<file path="config.mk">
export PLATFORM = sky130hd
export DESIGN_NAME = flash_cfg_regs
export DESIGN_NICKNAME = d
export VERILOG_FILES = /design/src/rtl/flash_cfg_pkg.sv /design/src/rtl/flash_cfg_mode.sv /design/src/rtl/flash_cfg_irq.sv /design/src/rtl/flash_cfg_regs.sv
export SDC_FILE = /design/constraint.sdc
export NUM_CORES = 1
export LEC_CHECK = 0
export BUFFER_PORTS_ARGS = -buffer_cell sky130_fd_sc_hd__buf_2
export CAP_MARGIN = 40
export CORE_MARGIN = 2
export CORE_UTILIZATION = 29
export CTS_BUF_LIST = sky130_fd_sc_hd__clkbuf_2 sky130_fd_sc_hd__clkbuf_4 sky130_fd_sc_hd__clkbuf_8
export DETAILED_ROUTE_END_ITERATION = 7
export PLACE_DENSITY = 0.61
export SLEW_MARGIN = 20
export SYNTH_ARGS = -nofsm -noshare
export SYNTH_HDL_FRONTEND = slang
export SYNTH_HIERARCHICAL = 1
export SYNTH_SLANG_ARGS = --single-unit
</file>
<file path="constraint.sdc">
create_clock -name clk -period 2.6 [get_ports clk]
set_input_delay 0.52 -clock clk [delete_from_list [all_inputs] [get_ports clk]]
set_output_delay 0.52 -clock clk [all_outputs]
set_load 0.01 [all_outputs]
</file>
<file path="src/rtl/flash_cfg_pkg.sv">
package flash_cfg_pkg;

    typedef enum logic [1:0] {
        ASZ_RSV0 = 2'b00,
        ASZ_PROG = 2'b01,
        ASZ_ROM  = 2'b10,
        ASZ_RSV3 = 2'b11
    } acc_size_e;

    typedef enum logic [1:0] {
        RW_ZERO  = 2'b00,
        RW_RSV   = 2'b01,
        RW_FOUR  = 2'b10,
        RW_ACCEL = 2'b11
    } rd_wait_e;

    // word index of each register (byte offset / 4)
    localparam int OFS_ACC   = 0;
    localparam int OFS_WAIT  = 1;
    localparam int OFS_SYNC  = 2;
    localparam int OFS_BUF   = 3;
    localparam int OFS_IEN   = 4;
    localparam int OFS_ISTAT = 5;
    localparam int OFS_ICLR  = 6;
    localparam int OFS_ECAP  = 7;
    localparam int NUM_REGS  = 8;

    localparam int IRQ_ECC_BIT  = 2;
    localparam int IRQ_HANG_BIT = 1;
    localparam int IRQ_W        = 3;
    localparam logic [IRQ_W-1:0] IRQ_MASK = 3'b110;

endpackage

</file>
<file path="src/rtl/flash_cfg_mode.sv">
module flash_cfg_mode
    import flash_cfg_pkg::*;
#(
    parameter int SYNC_W   = 3,
    parameter int SYNC_MAX = 1
) (
    input  logic              clk,
    input  logic              rst_n,
    input  logic              wr_acc,
    input  logic              wr_wait,
    input  logic              wr_sync,
    input  logic              wr_buf,
    input  logic [7:0]        wbyte,
    output acc_size_e         acc_mode,
    output rd_wait_e          rd_wait,
    output logic [SYNC_W-1:0] sync_wait,
    output logic              buf_en,
    output logic              buf_stat
);
    localparam logic [SYNC_W-1:0] SYNC_LIM = SYNC_W'(SYNC_MAX);

    typedef struct packed {
        acc_size_e         acc;
        rd_wait_e          rwait;
        logic [SYNC_W-1:0] sync;
        logic              en;
        logic              stat;
    } mode_state_t;

    mode_state_t st_d, st_q;

    always_comb begin
        st_d = st_q;
        if (wr_acc && (wbyte[1:0] == ASZ_PROG || wbyte[1:0] == ASZ_ROM))
            st_d.acc = acc_size_e'(wbyte[1:0]);
        if (wr_wait && wbyte[1:0] != RW_RSV)
            st_d.rwait = rd_wait_e'(wbyte[1:0]);
        if (wr_sync && wbyte[SYNC_W-1:0] <= SYNC_LIM)
            st_d.sync = wbyte[SYNC_W-1:0];
        if (wr_buf)
            st_d.en = wbyte[0];
        if (st_d.acc == ASZ_PROG)
            st_d.en = 1'b0;
        st_d.stat = st_q.en & st_d.en;
    end

    always_ff @(posedge clk) begin
        if (!rst_n) begin
            st_q <= '{acc: ASZ_ROM, rwait: RW_ACCEL, sync: '0, en: 1'b0, stat: 1'b0};
        end else begin
            st_q <= st_d;
        end
    end

    assign acc_mode  = st_q.acc;
    assign rd_wait   = st_q.rwait;
    assign sync_wait = st_q.sync;
    assign buf_en    = st_q.en;
    assign buf_stat  = st_q.stat;


    acc_legal_chk: assert property (@(posedge clk) disable iff (!rst_n)
        (acc_mode == ASZ_PROG) || (acc_mode == ASZ_ROM));


    acc_hold_chk: assert property (@(posedge clk) disable iff (!rst_n)
        !$past(wr_acc) |-> $stable(acc_mode));


    prog_buf_off_chk: assert property (@(posedge clk) disable iff (!rst_n)
        (acc_mode == ASZ_PROG) |-> (!buf_en && !buf_stat));


    stat_needs_en_chk: assert property (@(posedge clk) disable iff (!rst_n)
        buf_stat |-> buf_en);


    stat_late_chk: assert property (@(posedge clk) disable iff (!rst_n)
        $rose(buf_stat) |-> $past(buf_en));


    wait_legal_chk: assert property (@(posedge clk) disable iff (!rst_n)
        rd_wait != RW_RSV);


    sync_range_chk: assert property (@(posedge clk) disable iff (!rst_n)
        sync_wait <= SYNC_LIM);

endmodule

</file>
<file path="src/rtl/flash_cfg_irq.sv">
module flash_cfg_irq
    import flash_cfg_pkg::*;
#(
    parameter int FA_W = 24
) (
    input  logic             clk,
    input  logic             rst_n,
    input  logic             wr_ien,
    input  logic             wr_clr,
    input  logic [7:0]       wbyte,
    input  logic             ecc_evt,
    input  logic [FA_W-1:0]  ecc_addr,
    input  logic             hang_evt,
    output logic [IRQ_W-1:0] ien,
    output logic [IRQ_W-1:0] iflag,
    output logic [FA_W-1:0]  cap_addr,
    output logic             irq
);
    typedef struct packed {
        logic [IRQ_W-1:0] en;
        logic [IRQ_W-1:0] flag;
        logic [FA_W-1:0]  cap;
    } irq_state_t;

    irq_state_t st_d, st_q;
    logic [IRQ_W-1:0] set_v, clr_v;

    always_comb begin
        set_v = '0;
        set_v[IRQ_ECC_BIT]  = ecc_evt;
        set_v[IRQ_HANG_BIT] = hang_evt;
        clr_v = wr_clr ? (wbyte[IRQ_W-1:0] & IRQ_MASK) : '0;
        st_d = st_q;
        if (wr_ien)
            st_d.en = wbyte[IRQ_W-1:0] & IRQ_MASK;
        st_d.flag = (st_q.flag & ~clr_v) | set_v;
        if (ecc_evt && (!st_q.flag[IRQ_ECC_BIT] || clr_v[IRQ_ECC_BIT]))
            st_d.cap = ecc_addr;
    end

    always_ff @(posedge clk) begin
        if (!rst_n) begin
            st_q <= '0;
        end else begin
            st_q <= st_d;
        end
    end

    assign ien      = st_q.en;
    assign iflag    = st_q.flag;
    assign cap_addr = st_q.cap;
    assign irq      = |(st_q.flag & st_q.en);


    ecc_sticky_chk: assert property (@(posedge clk) disable iff (!rst_n)
        $fell(iflag[IRQ_ECC_BIT]) |-> ($past(wr_clr) && $past(wbyte[IRQ_ECC_BIT])));


    hang_sticky_chk: assert property (@(posedge clk) disable iff (!rst_n)
        $fell(iflag[IRQ_HANG_BIT]) |-> ($past(wr_clr) && $past(wbyte[IRQ_HANG_BIT])));


    set_wins_chk: assert property (@(posedge clk) disable iff (!rst_n)
        ecc_evt |=> iflag[IRQ_ECC_BIT]);


    cap_hold_chk: assert property (@(posedge clk) disable iff (!rst_n)
        $past(iflag[IRQ_ECC_BIT] && !(wr_clr && wbyte[IRQ_ECC_BIT])) |-> $stable(cap_addr));

endmodule

</file>
<file path="src/rtl/flash_cfg_regs.sv">
module flash_cfg_regs
    import flash_cfg_pkg::*;
#(
    parameter int ADDR_W = 5,
    parameter int FA_W   = 24,
    parameter int SYNC_W = 3
) (
    input  logic              clk,
    input  logic              rst_n,
    input  logic [ADDR_W-1:0] addr,
    input  logic              wr_en,
    input  logic [3:0]        be,
    input  logic [31:0]       wdata,
    output logic [31:0]       rdata,
    input  logic              ecc_evt,
    input  logic [FA_W-1:0]   ecc_addr,
    input  logic              hang_evt,
    output logic [1:0]        acc_mode,
    output logic              prog_mode,
    output logic [1:0]        rd_wait,
    output logic [SYNC_W-1:0] sync_wait,
    output logic              buf_en,
    output logic              buf_stat,
    output logic              irq
);
    localparam int IDX_W = ADDR_W - 2;

    logic [IDX_W-1:0]    idx;
    logic [NUM_REGS-1:0] wr_sel;
    acc_size_e           acc_e;
    rd_wait_e            wait_e;
    logic [IRQ_W-1:0]    ien, iflag;
    logic [FA_W-1:0]     cap_addr;
    logic                unused_bits;

    assign idx = addr[ADDR_W-1:2];
    assign unused_bits = ^{addr[1:0], be[3:1], wdata[31:8]};

    for (genvar g = 0; g < NUM_REGS; g++) begin : g_dec
        assign wr_sel[g] = wr_en && be[0] && (idx == IDX_W'(g));
    end

    flash_cfg_mode #(.SYNC_W(SYNC_W), .SYNC_MAX(1)) mode_i (
        .clk       (clk),
        .rst_n     (rst_n),
        .wr_acc    (wr_sel[OFS_ACC]),
        .wr_wait   (wr_sel[OFS_WAIT]),
        .wr_sync   (wr_sel[OFS_SYNC]),
        .wr_buf    (wr_sel[OFS_BUF]),
        .wbyte     (wdata[7:0]),
        .acc_mode  (acc_e),
        .rd_wait   (wait_e),
        .sync_wait (sync_wait),
        .buf_en    (buf_en),
        .buf_stat  (buf_stat)
    );

    flash_cfg_irq #(.FA_W(FA_W)) irq_i (
        .clk      (clk),
        .rst_n    (rst_n),
        .wr_ien   (wr_sel[OFS_IEN]),
        .wr_clr   (wr_sel[OFS_ICLR]),
        .wbyte    (wdata[7:0]),
        .ecc_evt  (ecc_evt),
        .ecc_addr (ecc_addr),
        .hang_evt (hang_evt),
        .ien      (ien),
        .iflag    (iflag),
        .cap_addr (cap_addr),
        .irq      (irq)
    );

    assign acc_mode  = acc_e;
    assign rd_wait   = wait_e;
    assign prog_mode = (acc_e == ASZ_PROG);

    always_comb begin
        rdata = '0;
        case (int'(idx))
            OFS_ACC:   rdata[1:0]        = acc_e;
            OFS_WAIT:  rdata[1:0]        = wait_e;
            OFS_SYNC:  rdata[SYNC_W-1:0] = sync_wait;
            OFS_BUF:   rdata[1:0]        = {buf_stat, buf_en};
            OFS_IEN:   rdata[IRQ_W-1:0]  = ien;
            OFS_ISTAT: rdata[IRQ_W-1:0]  = iflag;
            OFS_ECAP:  rdata[FA_W-1:0]   = cap_addr;
            default:   rdata             = '0;
        endcase
    end


    irq_cause_chk: assert property (@(posedge clk) disable iff (!rst_n)
        $rose(irq) |-> ($past(ecc_evt) || $past(hang_evt) || $past(wr_sel[OFS_IEN])));


    clr_reads_zero_chk: assert property (@(posedge clk) disable iff (!rst_n)
        (int'(idx) == OFS_ICLR) |-> (rdata == 32'd0));

endmodule

</file>
== After elaboration in Yosys (flattened, before gate mapping) ==
Index checks and enable logic that the tools add are counted.

* Bits in registers: 38
* Input bits: 70

* $lt $le $gt $ge: 1
* Equal/unequal tests: 12
* Mux-type cells: 7
* Bitwise operators: 5
* Reductions and logical operators: 16

{| class="wikitable"
|+ Operator list
! cell !! number
|-
| two-way mux 21 bit || 1
|-
| one-hot mux 2 bit (7 select lines) || 1
|-
| == test 3 bit, second input constant || 4
|-
| logical AND 1 bit || 11
|-
| AND 3 bit || 2
|-
| == test 2 x 1 -> 1 bit, second input constant || 3
|-
| == test 3 x 2 -> 1 bit, second input constant || 2
|-
| one-hot mux 1 bit (4 select lines) || 1
|-
| == test 3 x 1 -> 1 bit, second input constant || 1
|-
| <= comparator 3 x 1 -> 1 bit, second input constant || 1
|-
| zero test 3 bit || 1
|-
| two-way mux 3 bit || 1
|-
| NOT 3 bit || 1
|-
| bitwise OR 3 bit || 1
|-
| OR reduction 3 bit || 1
|-
| == test 2 bit, second input constant || 1
|-
| logical OR 1 bit || 2
|-
| two-way mux 1 bit || 2
|-
| two-way mux 2 bit || 1
|-
| != test 2 x 1 -> 1 bit, second input constant || 1
|-
| AND 1 bit || 1
|-
| zero test 1 bit || 1
|}

== Longest topological paths before layout ==
* Depth in word-level cells: 7
* Depth in mapped cells: 8
* Depth with buffers taken out: 5

== By module ==
The synthesis kept the hierarchy.

{| class="wikitable"
|+ Modules (own cells, without submodules)
! module !! instances !! cells each !! area each (µm²) !! seq. area each (µm²)
|-
| flash_cfg_irq || 1 || 123 || 1157.4 || 560.5
|-
| flash_cfg_regs || 1 || 67 || 451.7 || 0.0
|-
| flash_cfg_mode || 1 || 43 || 397.9 || 180.2
|}

== Worst setup path after synthesis ==
No wires, ideal clock.

* Kind: input -> register
* Start: input addr[2]
* End: register mode_i.st_q (netlist bit mode_i/buf_stat)
* Arrival time: 1.757 ns
* Data required time: 2.521 ns
* Path slack: 0.764 ns
* Stages: 6
* Buffers on the path: 1
* Cell sequence: buf_2 -> nand3b_1 -> nor3_1 -> nand2b_2 -> a311o_1 -> a211oi_2

* Word-level cells in the longest chain between the ends: 7
* Elaborated cells between the ends (all ways): 10
* Those cells by class: 2 x eq/ne; 3 x mux; 1 x bitwise; 4 x reduce/logical

{| class="wikitable"
|+ RTL lines
! what !! line !! text
|-
| from (decl) || flash_cfg_regs.sv:10 || <nowiki>input logic [ADDR_W-1:0] addr,</nowiki>
|-
| zero test 3 bit || flash_cfg_regs.sv:40 || <nowiki>assign wr_sel[g] = wr_en && be[0] && (idx == IDX_W'(g));</nowiki>
|-
| logical AND 1 bit || flash_cfg_regs.sv:40 ||
|-
| named net wr_sel[0] || flash_cfg_regs.sv:29 || <nowiki>logic [NUM_REGS-1:0] wr_sel;</nowiki>
|-
| logical AND 1 bit || flash_cfg_mode.sv:34 || <nowiki>if (wr_acc && (wbyte[1:0] == ASZ_PROG || wbyte[1:0] == ASZ_ROM))</nowiki>
|-
| two-way mux 2 bit || flash_cfg_mode.sv:34 ||
|-
| == test 2 x 1 -> 1 bit || flash_cfg_mode.sv:42 || <nowiki>if (st_d.acc == ASZ_PROG)</nowiki>
|-
| two-way mux 1 bit || flash_cfg_mode.sv:42 ||
|-
| AND 1 bit || flash_cfg_mode.sv:44 || <nowiki>st_d.stat = st_q.en & st_d.en;</nowiki>
|-
| to (signal assigned) || flash_cfg_mode.sv:49 || <nowiki>st_q <= '{acc: ASZ_ROM, rwait: RW_ACCEL, sync: '0, en: 1'b0, stat: 1'b0};</nowiki>
|-
| to (signal assigned) || flash_cfg_mode.sv:51 || <nowiki>st_q <= st_d;</nowiki>
|-
| to (decl) || flash_cfg_mode.sv:30 || <nowiki>mode_state_t st_d, st_q;</nowiki>
|}

The timed path passes the listed nets, and every way through them passes these cells.
A chain may end at the register's enable or synchronous reset.

== Final worst setup path ==
* Start: input addr[4]
* End: output rdata[1]

* Word-level cells in the longest chain between the ends: 2
* Elaborated cells between the ends (all ways): 8
* Those cells by class: 6 x eq/ne; 1 x mux; 1 x reduce/logical

{| class="wikitable"
|+ RTL lines
! what !! line !! text
|-
| == test 3 bit, or another cell as far along || flash_cfg_regs.sv:79 || <nowiki>case (int'(idx))</nowiki>
|-
| one-hot mux 2 bit (7 select lines) (*) || flash_cfg_regs.sv:79 ||
|-
| to (decl) || flash_cfg_regs.sv:14 || <nowiki>output logic [31:0] rdata,</nowiki>
|}

Mark *: on every way between the ends. The rest lies on a longest branch, timed or not.

==> flow_metrics.tcl <==
set metrics [dict create \
    clkLatencyLatePin_ps 280 \
    antenna_found_initial 0 \
    final_common_cell "buf_2" \
    drc_errors 0 \
    critPathArrivalTime_ps 1580 \
    die_h_um 87.2 \
    gp_congestion 0.828 \
    combPwrFrac 0.144 \
    avgSynthCellArea_um2 8.61 \
    fp.coreArea_um2 6760 \
    track_usage 0.124 \
    start_kind "primary input" \
    r2r_start "irq_i/iflag[2]$_SDFF_PN0_" \
    r2r_end "irq_i/cap_addr[7]$_SDFFE_PN0P_" \
    worstPathCellList "buf_2 -> mux2_1 -> a221o_1 -> buf_2" \
    die_area_um2 7600 \
    r2r_slack_ps 1470 \
    holdWs_ps 453 \
    dpl.hpwl_um 3340 \
    yosysTopAreaCell "dfxtp_1" \
    root_buffer "clkbuf_8" \
    synth_cells 233 \
    synth.area.top_cells "dfxtp_1, mux2i_1, nand2_1" \
    cts_tree "built" \
    whs_path_depth 2 \
    synth_warnings 6 \
    synthDominantCellAreaShare 0.369 \
    ant_nets 0 \
    clockBufferDepth 2 \
    crit_required_ps 2080 \
    cts_hold_buf 0 \
    portBuffers 70 \
    vias_per_cell 4.50 \
    internal-power_uw 869 \
    end_kind "primary output" \
    drt-pass1-iter-count 4 \
    mostFrequentLayoutCells "buf_2, nand2_1, dfxtp_1, mux2i_1, and2_1" \
    htreeDepth 2 \
    drt_iter0_drc 54 \
    pwr-share-seq 0.516 \
    utilization 0.359 \
    grt-ovfl-total 0 \
    cts.sinks 37 \
    netlist_area_um2 2010 \
    irDropWorstVdd_mv 0.227 \
    rsz0062_at_grt "false" \
    clock.fmax_ghz 0.476 \
    power.density_nw_per_um2 486 \
    p_sw_frac 0.262 \
    yosysSeqAreaShare 0.369 \
    finalSetupViolations 0 \
    p_leak_nw 1.19 \
    switching_power_uw 309 \
    hold_end "irq_i/cap_addr[22]$_SDFFE_PN0P_" \
    grt_pass1_vias 1629 \
    drive_above_1_share 0.300 \
    totalWireLength_um 4490 \
    critPathMostFrequentCell "buf_2" \
    ys_types 40 \
    cts_made_buffers 5 \
    cts_setup_buffers 0 \
    vias 1697 \
    areaGrowthSynthToFinish_pct 20.7 \
    status "completed" \
    synth-seq-cells 37 \
    row_count 30 \
    diodes 0 \
    finalMaxSlewViolations 0 \
    slowest_stage "mux2_1" \
    crit_buf_inv 2 \
    nets 367 \
    cts_resized 0 \
    worst_path_largest_cell_delay_ps 360 \
    drt-wirelength-per-cell_um 11.9 \
    grt_pass1_wl_um 7450 \
    hold_violations 0 \
    worstHoldPathType "register to register" \
    rr_worst_depth 4 \
    crit_type "primary input to primary output" \
    period_needed_ps 2100 \
    max_cap_violations 0 \
    post-route-period-util 0.808 \
    crit_fanout 13 \
    grt_max_degree 34 \
    fin_setup_tns_ps 0 \
    initial_core_util 0.297 \
    holdCritStartpoint "irq_i/cap_addr[22]$_SDFFE_PN0P_" \
    skew_ps 3.36 \
    clk_pin_slew_ps 70 \
    cp_num_cells 4 \
    p_clk_frac 0.340 \
    die_w_um 87.2 \
    io_pins 113 \
    cp_top_family "buffers and inverters" \
]
[per-stage QoR]
stage / total power, mW / setup WS (ps) / instances / area [um2]
after floorplan: 0.751 / 764 / 241 / 2040
after global placement: 0.789 / 499 / 369 / 2340
after detailed placement: 0.792 / 508 / 369 / 2340
after CTS: 1.20 / 504 / 377 / 2420
after global routing: 1.26 / 448 / 377 / 2420
final: 1.18 / 499 / 377 / 2420
[cells in the mapped netlist, drive strengths merged]
master	number
or2b	1
o21a	2
and3	2
clkbuf	7
inv	6
conb	2
mux2	3
nand3b	2
ha	1
nand2	53
a21oi	3
mux2i	33
and4bb	1
a221o	1
o211ai	3
nand3	4
a22o	1
nor3b	1
nor2b	7
nor3	2
o311ai	1
a311o	1
dfxtp	37
a211oi	1
o221ai	1
and3b	1
a21boi	1
o21bai	1
nand2b	4
o21ai	4
and2	21
nor2	8
buf	17
[cells by family after synthesis]
kind of cell,after synthesis,synth area share
AO/OA/AOI/OAI,20,0.0754
adder cells (fa/ha/maj),1,0.00623
buffers and inverters,30,0.102
flip-flops,37,0.369
multiplexers,36,0.181
other,2,0.00374
AND/OR/NAND/NOR,107,0.262
[metal layers]
layer | vias up | wire length [um] | GRT usage
li1 | 871 | - | -
met2 | 49 | 2080 | 0.199
met3 | 2 | 326 | 0.0521
met4 | 0 | 23 | 0.0406
met1 | 775 | 2060 | 0.150
met5 | - | 0 | 0
[flip-flops by register name, summed over array words and instances, names as in the netlist]
register / cells
mode_i/rd_wait: 2
mode_i/buf_en: 1
irq_i/ien: 2
mode_i/sync_wait: 3
mode_i/acc_mode: 2
mode_i/buf_stat: 1
irq_i/iflag: 2
irq_i/cap_addr: 24
[layout make-up]
type                    count  area [um2]
multi-input cells         174        1090
clock inverters             2        10.0
clock buffers               6        76.3
inverters                   6        22.5
repair buffers             72         378
well taps                  80         100
fillers                   723        4330
flip-flops and latches     37         741
[worst max path at each step]
stage | to | slack (ps) | from
global route | rdata[1] | 450 | addr[4]
floorplan | mode_i/buf_stat$_SDFF_PN0_ | 760 | addr[2]
global placement | rdata[1] | 500 | addr[4]
detailed placement | rdata[1] | 510 | addr[4]
CTS | rdata[1] | 500 | addr[4]
finish | rdata[1] | 500 | addr[4]
[power groups by stage]
stage / combinational (mW) / clock, mW / sequential (mW)
2_1_floorplan: 0.134 / 0 / 0.618
3_5_place_dp: 0.171 / 0 / 0.621
6_report: 0.169 / 0.400 / 0.608
4_1_cts: 0.171 / 0.419 / 0.608
3_3_place_gp: 0.169 / 0 / 0.620
5_1_grt: 0.190 / 0.453 / 0.612
[worst reg2reg max path, delay by kind of cell, from the launching register on]
family                 cells  cell delay [ps]
muxes                      1              210
and+or+nand+nor            1              160
buffers and inverters      1              220
AOI/OAI and AO/OA          1              160
DFF                        1              320
Power figures use the tool's default switching activity.
